===== src/rtl/ddrc_reg_pkg.sv =====
package ddrc_reg_pkg;
  // which register family a bus address lands in
  typedef enum logic [2:0] {
    SEL_CFG   = 3'd0,
    SEL_STAT  = 3'd1,
    SEL_STORE = 3'd2,
    SEL_REV   = 3'd3,
    SEL_NONE  = 3'd4
  } reg_sel_e;

  // word positions fixed by the map; storage follows the status word
  localparam int unsigned CFG_WORD   = 0;
  localparam int unsigned STAT_WORD  = 1;
  localparam int unsigned STORE_BASE = 2;
endpackage


===== src/rtl/ddrc_addr_decode.sv =====
module ddrc_addr_decode
  import ddrc_reg_pkg::*;
#(
  parameter int unsigned AW        = 12,
  parameter int unsigned NUM_STORE = 18,
  parameter int unsigned IDXW      = $clog2(NUM_STORE)
) (
  input  logic [AW-1:0]   addr,
  output reg_sel_e        sel,
  output logic [IDXW-1:0] store_idx
);
  localparam int unsigned WW       = AW - 2;
  localparam int unsigned REV_WORD = STORE_BASE + NUM_STORE;

  logic [WW-1:0] word;
  logic          aligned;
  logic [WW-1:0] rel;

  assign word    = addr[AW-1:2];
  assign aligned = (addr[1:0] == 2'b00);
  assign rel     = word - WW'(STORE_BASE);
  assign store_idx = rel[IDXW-1:0];

  always_comb begin
    sel = SEL_NONE;
    if (aligned) begin
      if (word == WW'(CFG_WORD))                                   sel = SEL_CFG;
      else if (word == WW'(STAT_WORD))                             sel = SEL_STAT;
      else if (word >= WW'(STORE_BASE) && word < WW'(REV_WORD))    sel = SEL_STORE;
      else if (word == WW'(REV_WORD))                              sel = SEL_REV;
    end
  end
endmodule


===== src/rtl/ddrc_store_bank.sv =====
module ddrc_store_bank #(
  parameter int unsigned DW        = 32,
  parameter int unsigned NUM_STORE = 18,
  parameter int unsigned IDXW      = $clog2(NUM_STORE)
) (
  input  logic            clk,
  input  logic            rst,
  input  logic            wr_en,
  input  logic [IDXW-1:0] idx,
  input  logic [DW-1:0]   wdata,
  output logic [DW-1:0]   rd_word
);
  logic [NUM_STORE-1:0][DW-1:0] bank_q;

  for (genvar i = 0; i < NUM_STORE; i++) begin : g_word
    always_ff @(posedge clk) begin
      if (rst)                                    bank_q[i] <= '0;
      else if (wr_en && idx == IDXW'(i))          bank_q[i] <= wdata;
    end
  end

  always_comb begin
    rd_word = '0;
    for (int i = 0; i < NUM_STORE; i++)
      if (idx == IDXW'(i)) rd_word = bank_q[i];
  end
endmodule


===== src/rtl/ddrc_init_ctrl.sv =====
module ddrc_init_ctrl #(
  parameter int unsigned DW        = 32,
  parameter int unsigned CFG_BITS  = 16,
  parameter int unsigned STAT_BITS = 6,
  parameter int unsigned DONE_BIT  = 8
) (
  input  logic          clk,
  input  logic          rst,
  input  logic          boot_bypass,
  input  logic          cfg_we,
  input  logic          stat_we,
  input  logic [DW-1:0] wdata,
  output logic [DW-1:0] cfg_word,
  output logic [DW-1:0] stat_word,
  output logic          mem_en
);
  localparam logic [STAT_BITS-1:0] START_MASK = STAT_BITS'(1);

  logic [CFG_BITS-1:0]  cfg_q;
  logic [STAT_BITS-1:0] stat_q;
  logic                 done_q;
  logic                 fire;

  assign fire = stat_we && !done_q && wdata[0];

  always_ff @(posedge clk) begin
    if (rst) begin
      cfg_q  <= '0;
      stat_q <= '0;
      done_q <= done_q & boot_bypass;
    end else begin
      if (cfg_we) cfg_q <= wdata[CFG_BITS-1:0];
      if (stat_we) begin
        if (fire) stat_q <= wdata[STAT_BITS-1:0] & ~START_MASK;
        else      stat_q <= wdata[STAT_BITS-1:0];
      end
      if (fire) done_q <= 1'b1;
    end
  end

  always_comb begin
    cfg_word                   = '0;
    cfg_word[CFG_BITS-1:0]     = cfg_q;
    stat_word                  = '0;
    stat_word[STAT_BITS-1:0]   = stat_q;
    stat_word[DONE_BIT]        = done_q;
  end

  assign mem_en = done_q;
endmodule


===== src/rtl/ddrc_regblk.sv =====
module ddrc_regblk
  import ddrc_reg_pkg::*;
#(
  parameter int unsigned AW        = 12,
  parameter int unsigned DW        = 32,
  parameter int unsigned NUM_STORE = 18,
  parameter int unsigned CFG_BITS  = 16,
  parameter int unsigned STAT_BITS = 6,
  parameter int unsigned DONE_BIT  = 8,
  parameter logic [31:0] REV_VALUE = 32'h0000_0100
) (
  input  logic          clk,
  input  logic          rst,
  input  logic          boot_bypass,
  input  logic          stb,
  input  logic          we,
  input  logic [AW-1:0] addr,
  input  logic [DW-1:0] wdata,
  output logic [DW-1:0] rdata,
  output logic          err,
  output logic          mem_en
);
  localparam int unsigned IDXW = $clog2(NUM_STORE);

  reg_sel_e        sel;
  logic [IDXW-1:0] store_idx;
  logic [DW-1:0]   cfg_word, stat_word, store_word;
  logic [DW-1:0]   rd_mux;
  logic            bad_acc;
  logic [DW-1:0]   rdata_q;
  logic            err_q;

  ddrc_addr_decode #(.AW(AW), .NUM_STORE(NUM_STORE), .IDXW(IDXW)) u_dec (
    .addr      (addr),
    .sel       (sel),
    .store_idx (store_idx)
  );

  ddrc_init_ctrl #(
    .DW(DW), .CFG_BITS(CFG_BITS), .STAT_BITS(STAT_BITS), .DONE_BIT(DONE_BIT)
  ) u_init (
    .clk         (clk),
    .rst         (rst),
    .boot_bypass (boot_bypass),
    .cfg_we      (stb && we && sel == SEL_CFG),
    .stat_we     (stb && we && sel == SEL_STAT),
    .wdata       (wdata),
    .cfg_word    (cfg_word),
    .stat_word   (stat_word),
    .mem_en      (mem_en)
  );

  ddrc_store_bank #(.DW(DW), .NUM_STORE(NUM_STORE), .IDXW(IDXW)) u_bank (
    .clk     (clk),
    .rst     (rst),
    .wr_en   (stb && we && sel == SEL_STORE),
    .idx     (store_idx),
    .wdata   (wdata),
    .rd_word (store_word)
  );

  always_comb begin
    unique case (sel)
      SEL_CFG:   rd_mux = cfg_word;
      SEL_STAT:  rd_mux = stat_word;
      SEL_STORE: rd_mux = store_word;
      SEL_REV:   rd_mux = DW'(REV_VALUE);
      default:   rd_mux = '0;
    endcase
  end

  assign bad_acc = (sel == SEL_NONE) || (we && sel == SEL_REV);

  always_ff @(posedge clk) begin
    if (rst) begin
      rdata_q <= '0;
      err_q   <= 1'b0;
    end else begin
      err_q <= stb && bad_acc;
      if (stb && !we) rdata_q <= rd_mux;
    end
  end

  assign rdata = rdata_q;
  assign err   = err_q;
endmodule


===== config.mk =====
export PLATFORM = sky130hd
export DESIGN_NAME = ddrc_regblk
export DESIGN_NICKNAME = d
export VERILOG_FILES = /design/src/rtl/ddrc_reg_pkg.sv /design/src/rtl/ddrc_addr_decode.sv /design/src/rtl/ddrc_store_bank.sv /design/src/rtl/ddrc_init_ctrl.sv /design/src/rtl/ddrc_regblk.sv
export SDC_FILE = /design/constraint.sdc
export NUM_CORES = 2
export LEC_CHECK = 0
export BUFFER_PORTS_ARGS = -buffer_cell sky130_fd_sc_hd__buf_2
export CAP_MARGIN = 15
export CORE_MARGIN = 1.5
export CORE_UTILIZATION = 51
export DETAILED_ROUTE_END_ITERATION = 8
export PLACE_DENSITY = 0.67
export SLEW_MARGIN = 10
export SYNTH_ARGS = -nofsm -noshare
export SYNTH_HDL_FRONTEND = slang
export SYNTH_SLANG_ARGS = --single-unit

===== constraint.sdc =====
create_clock -name clk -period 4.5 [get_ports clk]
set_clock_uncertainty 0.2 [all_clocks]
set_input_delay 0.9 -clock clk [delete_from_list [all_inputs] [get_ports clk]]
set_output_delay 0.9 -clock clk [all_outputs]
set_load 0.03 [all_outputs]

==> results.json <==
{
  "p_switching_mw": 2.88,
  "timing.rr.end": "rdata[31]",
  "max_slew_margin_pct": 26.1,
  "vdd_drop_max_mv": 0.256,
  "dieWidth_um": 235,
  "syn-num-nets": 3693,
  "max_freq_ghz": 0.259,
  "yosys_warnings": 0,
  "clk_latency_ns": 0.61,
  "wirelength_um": 106000,
  "yosysTopAreaCell": "dfxtp_1",
  "critical_path.slowest_cell": "and2_1",
  "yosysSeqAreaShare_pct": 46.2,
  "slowest_delay_ns": 0.67,
  "fin_crit_sh_pct": 86.0,
  "min_path_cells": 2,
  "cts_tree": "done",
  "hold_buffers": 0,
  "clock-root-buffer": "clkbuf_16",
  "worstSetupPathType": "in2reg",
  "via_per_inst": 6.37,
  "die_h_um": 235,
  "pwr_density_cell_nw_per_um2": 388,
  "fin_total_pwr_mw": 12.0,
  "grt_pass1_wl_um": 159000,
  "ioPinCount": 83,
  "synth_area_leaders": "dfxtp_1 46%, nand2_1 18%, a21oi_1 12%",
  "port_buffers": 82,
  "rows": 84,
  "maxSlewViolCount": 0,
  "avgSynthCellArea_um2": 7.52,
  "r2r_start": "u_bank.bank_q[95]",
  "max_cap_viol_count": 0,
  "synth_top_area_share_pct": 46.1,
  "core_area_um2": 52900,
  "hold_viol": 0,
  "place_congestion": 0.967,
  "cts.clk_slew.worst_paths_ns": 0.06,
  "post-cts-setup-buffer-count": 0,
  "leakage_nw": 10.2,
  "antenna_found_initial": 1,
  "cts_inserted_buffers": 69,
  "p_int_mw": 9.10,
  "synth_edf_count": 1,
  "min_from": "u_bank.bank_q[65]",
  "first_global_vias": 25700,
  "setup_violations": 0,
  "diodes": 0,
  "dr.first_iter.drc_count": 4154,
  "initial_core_util_pct": 51.8,
  "min_path_type": "reg2reg",
  "r2r_cells": 6,
  "end_kind": "register",
  "vias": 27600,
  "path_cells": "buf_2, inv_1, ha_2, nor4b_2, and2_1, buf_4, a22oi_1, a31oi_1, o21ai_1, a21oi_1",
  "post_drt_wl_per_cell_um": 24.5,
  "post_dp_cell_area_um2": 28600,
  "numClockSinks": 632,
  "worstMarginPinSlew_ns": 1.10,
  "grt_max_degree": 190,
  "die_area_um2": 55100,
  "p_comb_share_pct": 5.5,
  "fin_crit_ns": 3.87,
  "startpoint_type": "input port",
  "worstPathArrival_ns": 4.20,
  "setup_tns_ns": 0,
  "status": "complete, no violations",
  "stdcell_area_um2": 30900,
  "min_to": "u_bank.bank_q[65]",
  "cts_resized": 0,
  "hpwl_um": 69100,
  "synthArstFlopShare_pct": 0,
  "netSwitchingFraction_pct": 24.0,
  "synth.cell_area_um2": 27400,
  "cp.required_ns": 4.83,
  "yosysMostFrequentCell": "nand2_1",
  "rrSetupSlack_ns": 2.19,
  "yosys.cell_types.count": 86,
  "ys_ff_latch": 632,
  "grtUsageTotal_pct": 37.4,
  "areaGrowthSynthToFinish_pct": 12.8,
  "grt-ovfl-total": 0,
  "rsz0062_at_grt": "false",
  "fin_nets": 3639,
  "drive_gt1_share_pct": 11.0,
  "drtPass1Iterations": 8,
  "instances_no_fill": 4326,
  "crit_fanout": 11,
  "route.detailed.drc": 0,
  "pwr-share-clk_pct": 47.8,
  "ys.flop_type": "dfxtp_1",
  "htreeDepth": 3,
  "dpl.cell_count": 4206,
  "cts.path.max_buffers": 3,
  "netlist_instances": 3643,
  "synthTopCellsByCount": "1279 x nand2_1, 646 x a21oi_1, 631 x dfxtp_1",
  "drt.antenna.violating_nets": 0,
  "seqPwrFrac_pct": 46.7
}
-- layer usage --
layer,up-vias,routed length (um),global-route usage [%]
li1,12300,-,-
met1,13000,42800,52.0
met2,1939,44900,54.9
met3,320,13700,8.95
met4,0,4700,16.8
met5,-,0,0
-- power by group through the flow --
stage          Combinational [mW]  Sequential (mW)  Clock [mW]
4_1_cts                     0.621             5.60        5.76
2_1_floorplan               0.354             5.72           0
6_report                    0.655             5.60        5.73
5_1_grt                     0.667             5.60        5.99
3_3_place_gp                0.615             5.72           0
3_5_place_dp                0.619             5.72           0
-- area by class of cell --
class	count	area, um2
Sequential cell	632	12700
Inverter	8	30.0
Clock buffer	102	2040
Tap cell	688	861
Fill cell	4803	22000
Clock inverter	18	215
Timing Repair Buffer	228	1710
Multi-Input combinational cell	2650	13400
-- cells in the final DEF (no fill, tap or decap), types with 6 or more instances in the layout --
cell,netlist,layout
nand2_1,1279,1279
a21oi_1,646,646
dfxtp_1,631,631
buf_4,2,132
nor2_1,119,114
buf_2,116,80
clkbuf_16,0,70
o21ai_0,68,68
a22oi_1,52,52
a221oi_1,45,45
a221o_1,38,38
mux2i_1,36,36
nand3_1,30,30
o211ai_1,26,26
a211oi_1,22,22
clkbuf_8,0,17
nand4_1,16,16
clkbuf_1,225,15
buf_12,0,15
a31oi_1,15,14
a222oi_1,14,14
mux2_2,13,13
nor3_1,15,12
and3_1,12,12
nand2b_1,11,10
nor2_4,10,10
o21ai_1,10,10
and2_1,9,9
o22ai_1,9,9
a22o_1,9,9
nor2b_1,10,8
inv_1,7,7
nor4_1,7,7
o221ai_1,7,7
clkinv_2,0,7
nor2_2,1,6
a32oi_1,6,6
inv_6,0,6
-- state kept, by name (all words and copies together) (netlist names) --
register	flops
u_init.stat_q	6
u_bank.bank_q	576
rdata	32
u_init.cfg_q	16
u_init.mem_en	1
err	1
-- cells by family (layout without fill, tap and decap cells) --
group / count (synthesis) / in the layout / synth area share [%]
AOI/OAI and AO/OA: 1038 / 1038 / 22.9
muxes: 49 / 49 / 1.85
buffers and inverters: 361 / 356 / 5.56
xor gates and xnor gates: 2 / 2 / 0.0640
DFF: 632 / 632 / 46.2
and+or+nand+nor: 1560 / 1560 / 23.3
adders and majority gates: 1 / 1 / 0.0457
-- worst max-delay path, delay by kind of cell --
kind | cells | cell delay, ns
adders and majority gates | 1 | 0.34
buffers and inverters | 3 | 0.62
and+or+nand+nor | 2 | 1.15
AOI/OAI and AO/OA | 4 | 1.18
-- through the flow --
step / worst slack (ns) / utilization (%) / hold slack, ns
after CTS: 0.863 / 58.4 / 0.247
final: 0.632 / 58.4 / 0.246
after global placement: 0.253 / 54.2 / 0.234
after global routing: 0.600 / 58.4 / 0.260
after floorplan: 0.695 / - / 0.227
after detailed placement: 0.240 / 54.2 / 0.240
-- worst max path at each step --
stage,start,endpoint,slack (ns),cells past startpoint
floorplan,addr[3],u_bank.bank_q[321],0.70,13
global placement,addr[4],rdata[10],0.25,11
detailed placement,addr[4],rdata[10],0.24,11
CTS,addr[4],rdata[10],0.86,11
global route,addr[3],rdata[1],0.60,10
finish,addr[4],rdata[1],0.63,10
Note: power is estimated with default switching activity, not from simulation.
